## src/rtl/fts_pkg.sv

```systemverilog
package fts_pkg;
  typedef enum logic [1:0] {
    OP_IDLE  = 2'd0,
    OP_READ  = 2'd1,
    OP_WRITE = 2'd2
  } opKind_e;

  // strobes from control to datapath
  typedef struct packed {
    logic readOn;    // drive read word this cycle
    logic commitWr;  // write laneMask at this edge
  } ramStrobe_t;
endpackage

```

## src/rtl/fts_burst_seq.sv

```systemverilog
module fts_burst_seq (
  input  logic [1:0] startLow,
  input  logic [1:0] beat,
  input  logic       interleave,
  output logic [1:0] curLow
);
  always_comb begin
    if (interleave) curLow = startLow ^ beat;
    else            curLow = 2'(startLow + beat);
  end
endmodule

```

## src/rtl/fts_ctrl.sv

```systemverilog
module fts_ctrl
  import fts_pkg::*;
#(
  parameter int AW = 5,
  parameter int NB = 4
) (
  input  logic          clk,
  input  logic          rstN,
  input  logic          clkEnN,
  input  logic          sleep,
  input  logic          chipSelN0,
  input  logic          chipSel1,
  input  logic          chipSelN2,
  input  logic          wrSelN,
  input  logic          advLoadN,
  input  logic          seqMode,
  input  logic          outEnN,
  input  logic [AW-1:0] addr,
  input  logic [NB-1:0] byteWrN,
  output ramStrobe_t    strobe,
  output logic [AW-1:0] curAddr,
  output logic [NB-1:0] laneMask
);
  logic          stepEn;
  logic          selNow;
  opKind_e       opQ;
  logic [AW-1:0] baseQ;
  logic [1:0]    beatQ;
  logic          interQ;
  logic [NB-1:0] lanesQ;
  logic [1:0]    curLow;

  assign stepEn = !clkEnN && !sleep;
  assign selNow = !chipSelN0 && chipSel1 && !chipSelN2;

  fts_burst_seq i_seq (
    .startLow  (baseQ[1:0]),
    .beat      (beatQ),
    .interleave(interQ),
    .curLow    (curLow)
  );

  always_ff @(posedge clk or negedge rstN) begin
    if (!rstN) begin
      opQ    <= OP_IDLE;
      baseQ  <= '0;
      beatQ  <= 2'd0;
      interQ <= 1'b1;
      lanesQ <= '0;
    end else if (stepEn) begin
      lanesQ <= ~byteWrN;
      if (!advLoadN) begin
        baseQ  <= addr;
        beatQ  <= 2'd0;
        interQ <= seqMode;
        if (!selNow)     opQ <= OP_IDLE;
        else if (wrSelN) opQ <= OP_READ;
        else             opQ <= OP_WRITE;
      end else begin
        beatQ <= 2'(beatQ + 2'd1);
      end
    end
  end

  assign curAddr         = {baseQ[AW-1:2], curLow};
  assign laneMask        = lanesQ;
  assign strobe.readOn   = (opQ == OP_READ) && !outEnN && !sleep;
  assign strobe.commitWr = stepEn && (opQ == OP_WRITE);
endmodule

```

## src/rtl/fts_datapath.sv

```systemverilog
module fts_datapath
  import fts_pkg::*;
#(
  parameter int AW = 5,
  parameter int NB = 4,
  parameter int LW = 9
) (
  input  logic             clk,
  input  ramStrobe_t       strobe,
  input  logic [AW-1:0]    addr,
  input  logic [NB-1:0]    laneMask,
  input  logic [NB*LW-1:0] dataIn,
  output logic [NB*LW-1:0] dataOut
);
  localparam int DEPTH = 1 << AW;
  logic [NB*LW-1:0] rdWord;

  for (genvar b = 0; b < NB; b++) begin : g_lane
    logic [LW-1:0] laneMem [DEPTH];
    always_ff @(posedge clk) begin
      if (strobe.commitWr && laneMask[b])
        laneMem[addr] <= dataIn[b*LW +: LW];
    end
    assign rdWord[b*LW +: LW] = laneMem[addr];
  end

  assign dataOut = strobe.readOn ? rdWord : '0;
endmodule

```

## src/rtl/fts_burst_ram.sv

```systemverilog
module fts_burst_ram
  import fts_pkg::*;
#(
  parameter int ADDR_W = 5,
  parameter int LANES  = 4,
  parameter int LANE_W = 9
) (
  input  logic                      clk,
  input  logic                      rstN,
  input  logic                      clkEnN,
  input  logic                      chipSelN0,
  input  logic                      chipSel1,
  input  logic                      chipSelN2,
  input  logic                      wrSelN,
  input  logic [LANES-1:0]          byteWrN,
  input  logic                      advLoadN,
  input  logic                      seqMode,
  input  logic                      sleep,
  input  logic                      outEnN,
  input  logic [ADDR_W-1:0]         addr,
  input  logic [LANES*LANE_W-1:0]   dataIn,
  output logic [LANES*LANE_W-1:0]   dataOut,
  output logic                      dataOutEn
);
  ramStrobe_t        strobe;
  logic [ADDR_W-1:0] rdAddr;
  logic [LANES-1:0]  laneMask;

  fts_ctrl #(.AW(ADDR_W), .NB(LANES)) i_ctrl (
    .clk(clk), .rstN(rstN), .clkEnN(clkEnN), .sleep(sleep),
    .chipSelN0(chipSelN0), .chipSel1(chipSel1), .chipSelN2(chipSelN2),
    .wrSelN(wrSelN), .advLoadN(advLoadN), .seqMode(seqMode),
    .outEnN(outEnN), .addr(addr), .byteWrN(byteWrN),
    .strobe(strobe), .curAddr(rdAddr), .laneMask(laneMask)
  );

  fts_datapath #(.AW(ADDR_W), .NB(LANES), .LW(LANE_W)) i_dp (
    .clk(clk), .strobe(strobe), .addr(rdAddr), .laneMask(laneMask),
    .dataIn(dataIn), .dataOut(dataOut)
  );

  assign dataOutEn = strobe.readOn;
endmodule

```

## config.mk

```make
export PLATFORM = sky130hd
export DESIGN_NAME = fts_burst_ram
export DESIGN_NICKNAME = d
export VERILOG_FILES = /design/src/rtl/fts_pkg.sv /design/src/rtl/fts_burst_seq.sv /design/src/rtl/fts_ctrl.sv /design/src/rtl/fts_datapath.sv /design/src/rtl/fts_burst_ram.sv
export SDC_FILE = /design/constraint.sdc
export NUM_CORES = 1
export LEC_CHECK = 0
export BUFFER_PORTS_ARGS = -buffer_cell sky130_fd_sc_hd__buf_4
export CAP_MARGIN = 20
export CORE_ASPECT_RATIO = 1.4
export CORE_MARGIN = 1.5
export CORE_UTILIZATION = 45
export CTS_CLUSTER_SIZE = 8
export DETAILED_ROUTE_END_ITERATION = 16
export GPL_TIMING_DRIVEN = 0
export PLACE_DENSITY = 0.7
export SETUP_SLACK_MARGIN = 0.05
export SLEW_MARGIN = 5
export SYNTH_ARGS = -nofsm -noshare
export SYNTH_HDL_FRONTEND = slang
export SYNTH_SLANG_ARGS = --single-unit
```

## constraint.sdc

```tcl
create_clock -name clk -period 9.23 [get_ports clk]
set_clock_uncertainty 0.2 [all_clocks]
set_input_delay 0.923 -clock clk [delete_from_list [all_inputs] [get_ports clk]]
set_output_delay 0.923 -clock clk [all_outputs]
set_load 0.02 [all_outputs]
```

# Yosys cells after proc, flatten, opt, wreduce, memory -nomap -nowiden
# Memories as Yosys holds them, arrays and structs flattened.
# Index checks and enable logic that the tools add are counted.
[totals]
wordCells = 45
ram_bits = 1152
input_bits = 56
n_memories = 4
regBits = 14
[classes]
reduce_logical = 16
n_addsub = 2
n_eq_ne = 2
muxes = 13
bitwise = 3
[mem_list]
columns = ["name", "depth", "word_bits", "rd", "rd_ports_with_merged_regs", "write_ports", "line", "rtl"]
rows = [
  ["i_dp.g_lane[0].laneMem", 32, 9, 1, 0, 1, "fts_datapath.sv:19", "logic [LW-1:0] laneMem [DEPTH];"],
  ["i_dp.g_lane[1].laneMem", 32, 9, 1, 0, 1, "fts_datapath.sv:19", ""],
  ["i_dp.g_lane[2].laneMem", 32, 9, 1, 0, 1, "fts_datapath.sv:19", ""],
  ["i_dp.g_lane[3].laneMem", 32, 9, 1, 0, 1, "fts_datapath.sv:19", ""],
]
[ops]
columns = ["operator", "count"]
rows = [
  ["36-bit 2-to-1 mux", 1],
  ["1-bit logical AND", 10],
  ["1-bit 2-to-1 mux", 8],
  ["2-bit 2-to-1 mux", 4],
  ["1-bit logical NOT", 5],
  ["4-bit NOT", 1],
  ["2-bit by 1-bit adder with 2-bit output, second input constant", 1],
  ["2-bit adder", 1],
  ["2-bit by 1-bit equality test with 1-bit output, second input constant", 1],
  ["2-bit equality test, second input constant", 1],
  ["2-bit AND reduction", 1],
  ["2-bit bitwise XOR", 1],
  ["1-bit NOT", 1],
]

# Depth between registers and ports, before layout
[depth]
depth_word = 6
depth_mapped = 11

# Hierarchy
# A second synthesis with hierarchy kept.
[unflattened]
cells_unflattened = 2497
hier_area_um2 = 45160.8
[modules_own_cells]
columns = ["mod", "area_per_inst_um2", "instances", "cells_per_inst"]
rows = [
  ["fts_datapath", 44495.2, 1, 2444],
  ["fts_ctrl", 625.6, 1, 48],
  ["fts_burst_seq", 40.0, 1, 5],
]

# Worst setup path after synthesis
# OpenSTA, ideal clock, no wires.
[synth_timing]
path_kind = "input to output"
start = "input sleep"
end = "output dataOut[34]"
t_required_ns = 8.107
cell_stages = 6
setup_slack_ns = 5.075
arrival_time_ns = 3.032
path_cell_list = "or4b_2 > buf_2 > clkinv_1 > buf_2 > o21ai_0 > nor4b_1"
[synth_via]
elab_chain_cells = 3
[synth_lines]
columns = ["item", "line", "rtl"]
rows = [
  ["start, declared", "fts_burst_ram.sv:18", "input logic sleep,"],
  ["1-bit logical NOT", "fts_ctrl.sv:67", "assign strobe.readOn = (opQ == OP_READ) && !outEnN && !sleep;"],
  ["1-bit logical AND", "fts_ctrl.sv:67", ""],
  ["net dataOutEn", "fts_burst_ram.sv:23", "output logic dataOutEn"],
  ["36-bit 2-to-1 mux", "fts_datapath.sv:27", "assign dataOut = strobe.readOn ? rdWord : '0;"],
  ["end, declared", "fts_burst_ram.sv:22", "output logic [LANES*LANE_W-1:0] dataOut,"],
]
# The timed path passes the listed nets, and every way through them passes these cells.

# Worst setup path in the final report
[layout_timing]
start = "register i_ctrl.beatQ[0]"
end = "output dataOut[31]"
[layout_via]
elab_chain_cells = 4
word_cells_on_any_way = 5
classes_between = "add/sub (1); mux (2); bitwise (1); memory (1)"
[layout_lines]
columns = ["item", "line", "rtl"]
rows = [
  ["start, declared", "fts_ctrl.sv:28", "logic [1:0] beatQ;"],
  ["start signal, assigned", "fts_ctrl.sv:60", "beatQ <= 2'(beatQ + 2'd1);"],
  ["2-bit adder or 2-bit bitwise XOR (tied branches)", "fts_burst_seq.sv:9, fts_burst_seq.sv:8", ""],
  ["2-bit 2-to-1 mux *", "fts_burst_seq.sv:8", "if (interleave) curLow = startLow ^ beat;"],
  ["memory 32 x 9 bit *", "-", ""],
  ["36-bit 2-to-1 mux *", "fts_datapath.sv:27", ""],
]
# Mark *: on every way between the ends. The rest lies on a longest branch, timed or not.

==> impl_metrics.py <==
metrics = {
    "outcome": {
        "outcome": "finished, final reports clean",
    },
    "clock_network": {
        "postCtsSetupBuffers": 0,
        "clk_latency_ns": 0.78,
        "cts_buffers": 163,
        "clk_pin_slew_ns": 0.05,
        "cts_tree": "done",
        "htree_levels": 4,
        "cts_max_path_buffers": 3,
        "cts.sinks": 1166,
        "clockRootBuffer": "clkbuf_16",
    },
    "sta": {
        "hold_viol_final": 0,
        "finalSetupViolations": 0,
        "maxSlewViolCount": 0,
        "relSlewSlack_pct": 15.13,
        "grt_setup_unrepaired": "no",
        "period_needed_ns": 7.488,
        "fmax_ghz": 0.1336,
        "worst_pin_slew_ns": 1.273,
        "fin_tns_setup_ns": 0,
        "period_share_pct": 81.12,
    },
    "route": {
        "via_count": 28340,
        "wl_per_cell_um": 36.17,
        "wirelength_mm": 158.1,
        "postRouteAntennaNets": 0,
        "firstDrtPassIters": 6,
        "drt_iter0_drc": 5135,
        "vias_per_cell": 6.486,
        "drcViolationCount": 0,
    },
    "pwr": {
        "ir_drop_v": 0.0002140,
        "p_leak_nw": 17.08,
        "p_comb_share_pct": 23.2,
        "pwr-share-clk_pct": 36.7,
        "p_per_area_nw_per_um2": 274.7,
        "internal_power_mw": 9.954,
        "power_switching_mw": 4.620,
        "p_sw_share_pct": 31.70,
        "p_seq_share_pct": 40.2,
    },
    "final_layout": {
        "multiInputGateArea_um2": 9883,
        "fin_cells": 4370,
        "final.fill_count": 7947,
        "fin_nets": 3057,
        "seq_area_um2": 34940,
        "final_layout_size_suffix_gt1_share_pct": 20.50,
        "area_growth_pct": 16.24,
    },
    "setup_path": {
        "path_delay_family": "buffers and inverters",
        "reg2reg_depth": 9,
        "cp_data_required_time_ns": 8.11,
        "cp.buffers_inverters": 5,
        "worst_r2r_endpoint": "i_dp.g_lane[3].laneMem[5][3]",
        "cp-start-kind": "flop",
        "cp_cell_sequence": "ha_1, buf_2, buf_4, buf_2, nor2_1, nand3_1, clkbuf_1, o221ai_1, nor4_1, o221a_1, buf_4",
        "end_kind": "output pin",
        "slowest_stage": "nand3_1",
        "arrival_ns": 6.36,
        "r2r_start": "i_ctrl.beatQ[0]",
        "reg2reg_slack_ns": 3.27,
        "crit_path_max_fanout": 10,
        "critPathKind": "reg2out",
        "cpPeakStageDelay_ns": 0.90,
    },
    "yosys": {
        "synth_common_cells": "edfxtp_1, nand2_1, nor2_1, nand3_1, o22ai_1",
        "yosys-top-cells-area": "edfxtp_1, mux4_2, nand2_1, nor2_1, mux2_2",
        "async_reset_ff_share_pct": 1.201,
        "synth_most_common_cell": "edfxtp_1",
        "syn-num-nets": 2740,
        "seq_area_frac_synth_pct": 76.56,
        "synth_seq_cells": 1166,
        "syn_inst": 2683,
        "yosysTopAreaCell": "edfxtp_1",
        "synth-edff-count": 1152,
        "yosysUniqueCellTypes": 59,
        "synth_area_um2": 45640,
        "ys_warn_count": 0,
        "ys.flop_type": "edfxtp_1",
        "synth_area_per_cell_um2": 17.01,
        "synth_top_area_share_pct": 75.79,
    },
    "grt": {
        "grt_max_degree": 33,
        "antenna_found_initial": 4,
        "grt_pass1_vias": 27520,
        "track_usage_pct": 30.57,
        "grt-ovfl-total": 0,
        "grt_pass1_wl_mm": 213.2,
    },
    "hold_path": {
        "holdPathEnd": "i_ctrl.laneMask[0]",
        "hold_path.class": "in2reg",
        "holdCritStartpoint": "byteWrN[0]",
        "whs_path_depth": 2,
    },
    "floorplanning": {
        "dieArea_um2": 103400,
        "initial_core_util_pct": 45.27,
        "row_count": 138,
        "ios": 93,
        "dieWidth_um": 272.2,
        "fp.dieH_um": 379.8,
        "coreArea_um2": 100800,
    },
    "job": {
        "maxCapViolations": 0,
    },
    "placed_design": {
        "numPortBuffers": 92,
        "dpl.hpwl_mm": 106.3,
        "dp_cells": 4140,
        "gp_congestion": 1.040,
    },
}
[registers in the layout (all words and copies together) (netlist names)]
| name | flops |
|---|---|
| i_ctrl.baseQ | 5 |
| i_ctrl.opQ | 2 |
| i_ctrl.laneMask | 4 |
| i_ctrl.interQ | 1 |
| i_ctrl.beatQ | 2 |
| i_dp.g_lane.laneMem | 1152 |
[final cells by class]
cell class,instances,area share (%)
sequential,1166,65.86
clock buffer,183,7.829
inverter,5,0.03537
buffer,162,1.528
tap,1330,3.137
clock inverter,16,0.4457
timing repair buffer,152,2.504
antenna,6,0.02830
multi-input combinational,1350,18.63
[cells by family (layout without fill, tap and decap cells)]
logic type | count (synthesis) | in the layout | synth area share (%)
other cells | 0 | 6 | 0
buf+inv | 167 | 518 | 1.815
xor+xnor | 3 | 3 | 0.1152
simple gates | 744 | 744 | 7.308
flops | 1166 | 1166 | 76.56
fa+ha+maj | 1 | 1 | 0.02741
compound gates | 335 | 335 | 5.140
mux | 267 | 267 | 9.035
[through the flow]
stage	utilization, %	area, um2	total power [mW]	worst slack, ns	hold slack (ns)
6_report	52.62	53060	14.57	1.742	0.1350
5_1_grt	52.60	53040	14.76	1.809	0.1367
4_1_cts	52.36	52800	14.39	2.072	0.1035
3_5_place_dp	48.00	48400	9.149	2.908	0.3128
3_3_place_gp	47.60	48000	9.085	2.938	0.3015
2_1_floorplan	-	45640	7.607	5.075	0.2644
[placed cells by master, fill, tap and decap left out, types with 6 or more instances in the layout]
master     synthesis  final
clkbuf_1          72     91
nor3b_1           23     23
nor4_2            10     10
edfxtp_1        1152   1152
o221a_1           14     14
buf_2             56     58
mux2i_1           79     79
nand4_1           21     21
buf_1             11     11
clkinv_8           0      6
buf_6             12     35
o221ai_1          18     18
a21oi_1           17     17
a31oi_1           12     12
mux4_2           108    108
nor2_1           248    243
nand2b_1           8      8
nand3_1          118    118
o211ai_1          16     16
a311oi_1          14     14
dfrtp_1           13     13
nand2_1          262    262
o21ai_0           46     46
a22oi_1           30     30
nor4_1             6      6
o22ai_1          112    112
clkbuf_16          0    163
nor3_1             6      6
mux2_2            80     80
buf_4             11    123
diode_2            0      6
a211oi_1          29     29
and3_1            17     17
a2111oi_1          9      9
buf_8              0     13
[per-layer routing]
| metal | track usage, % | part of all wire, % |
|---|---|---|
| met4 | 24.19 | 9.7 |
| met1 | 35.85 | 32 |
| met5 | 0 | 0.015 |
| met3 | 8.378 | 12 |
| met2 | 47.42 | 46 |
[worst max-delay path by stage]
stage	slack, ns	start	endpoint	cells past startpoint
floorplan	5.08	sleep	dataOut[34]	6
finish	1.74	i_ctrl.beatQ[0]	dataOut[31]	11
global placement	2.94	i_ctrl.beatQ[0]	dataOut[31]	11
global route	1.81	i_ctrl.beatQ[0]	dataOut[31]	11
detailed placement	2.91	i_ctrl.beatQ[0]	dataOut[31]	11
CTS	2.07	i_ctrl.beatQ[0]	dataOut[31]	11
[what timing repair did]
action                                 CTS  global route
hold buffers                             1             0
endpoints found under the hold margin   14             0
resized for setup                        0             0
[power by group through the flow]
stage               sequential, mW  clock [mW]  combinational (mW)
floorplan                     5.95           0                1.66
global placement              5.95           0                3.13
detailed placement            5.95           0                3.20
CTS                           5.85        5.33                3.21
global route                  5.85        5.54                3.37
finish                        5.85        5.34                3.38
Power figures use the tool's default switching activity.
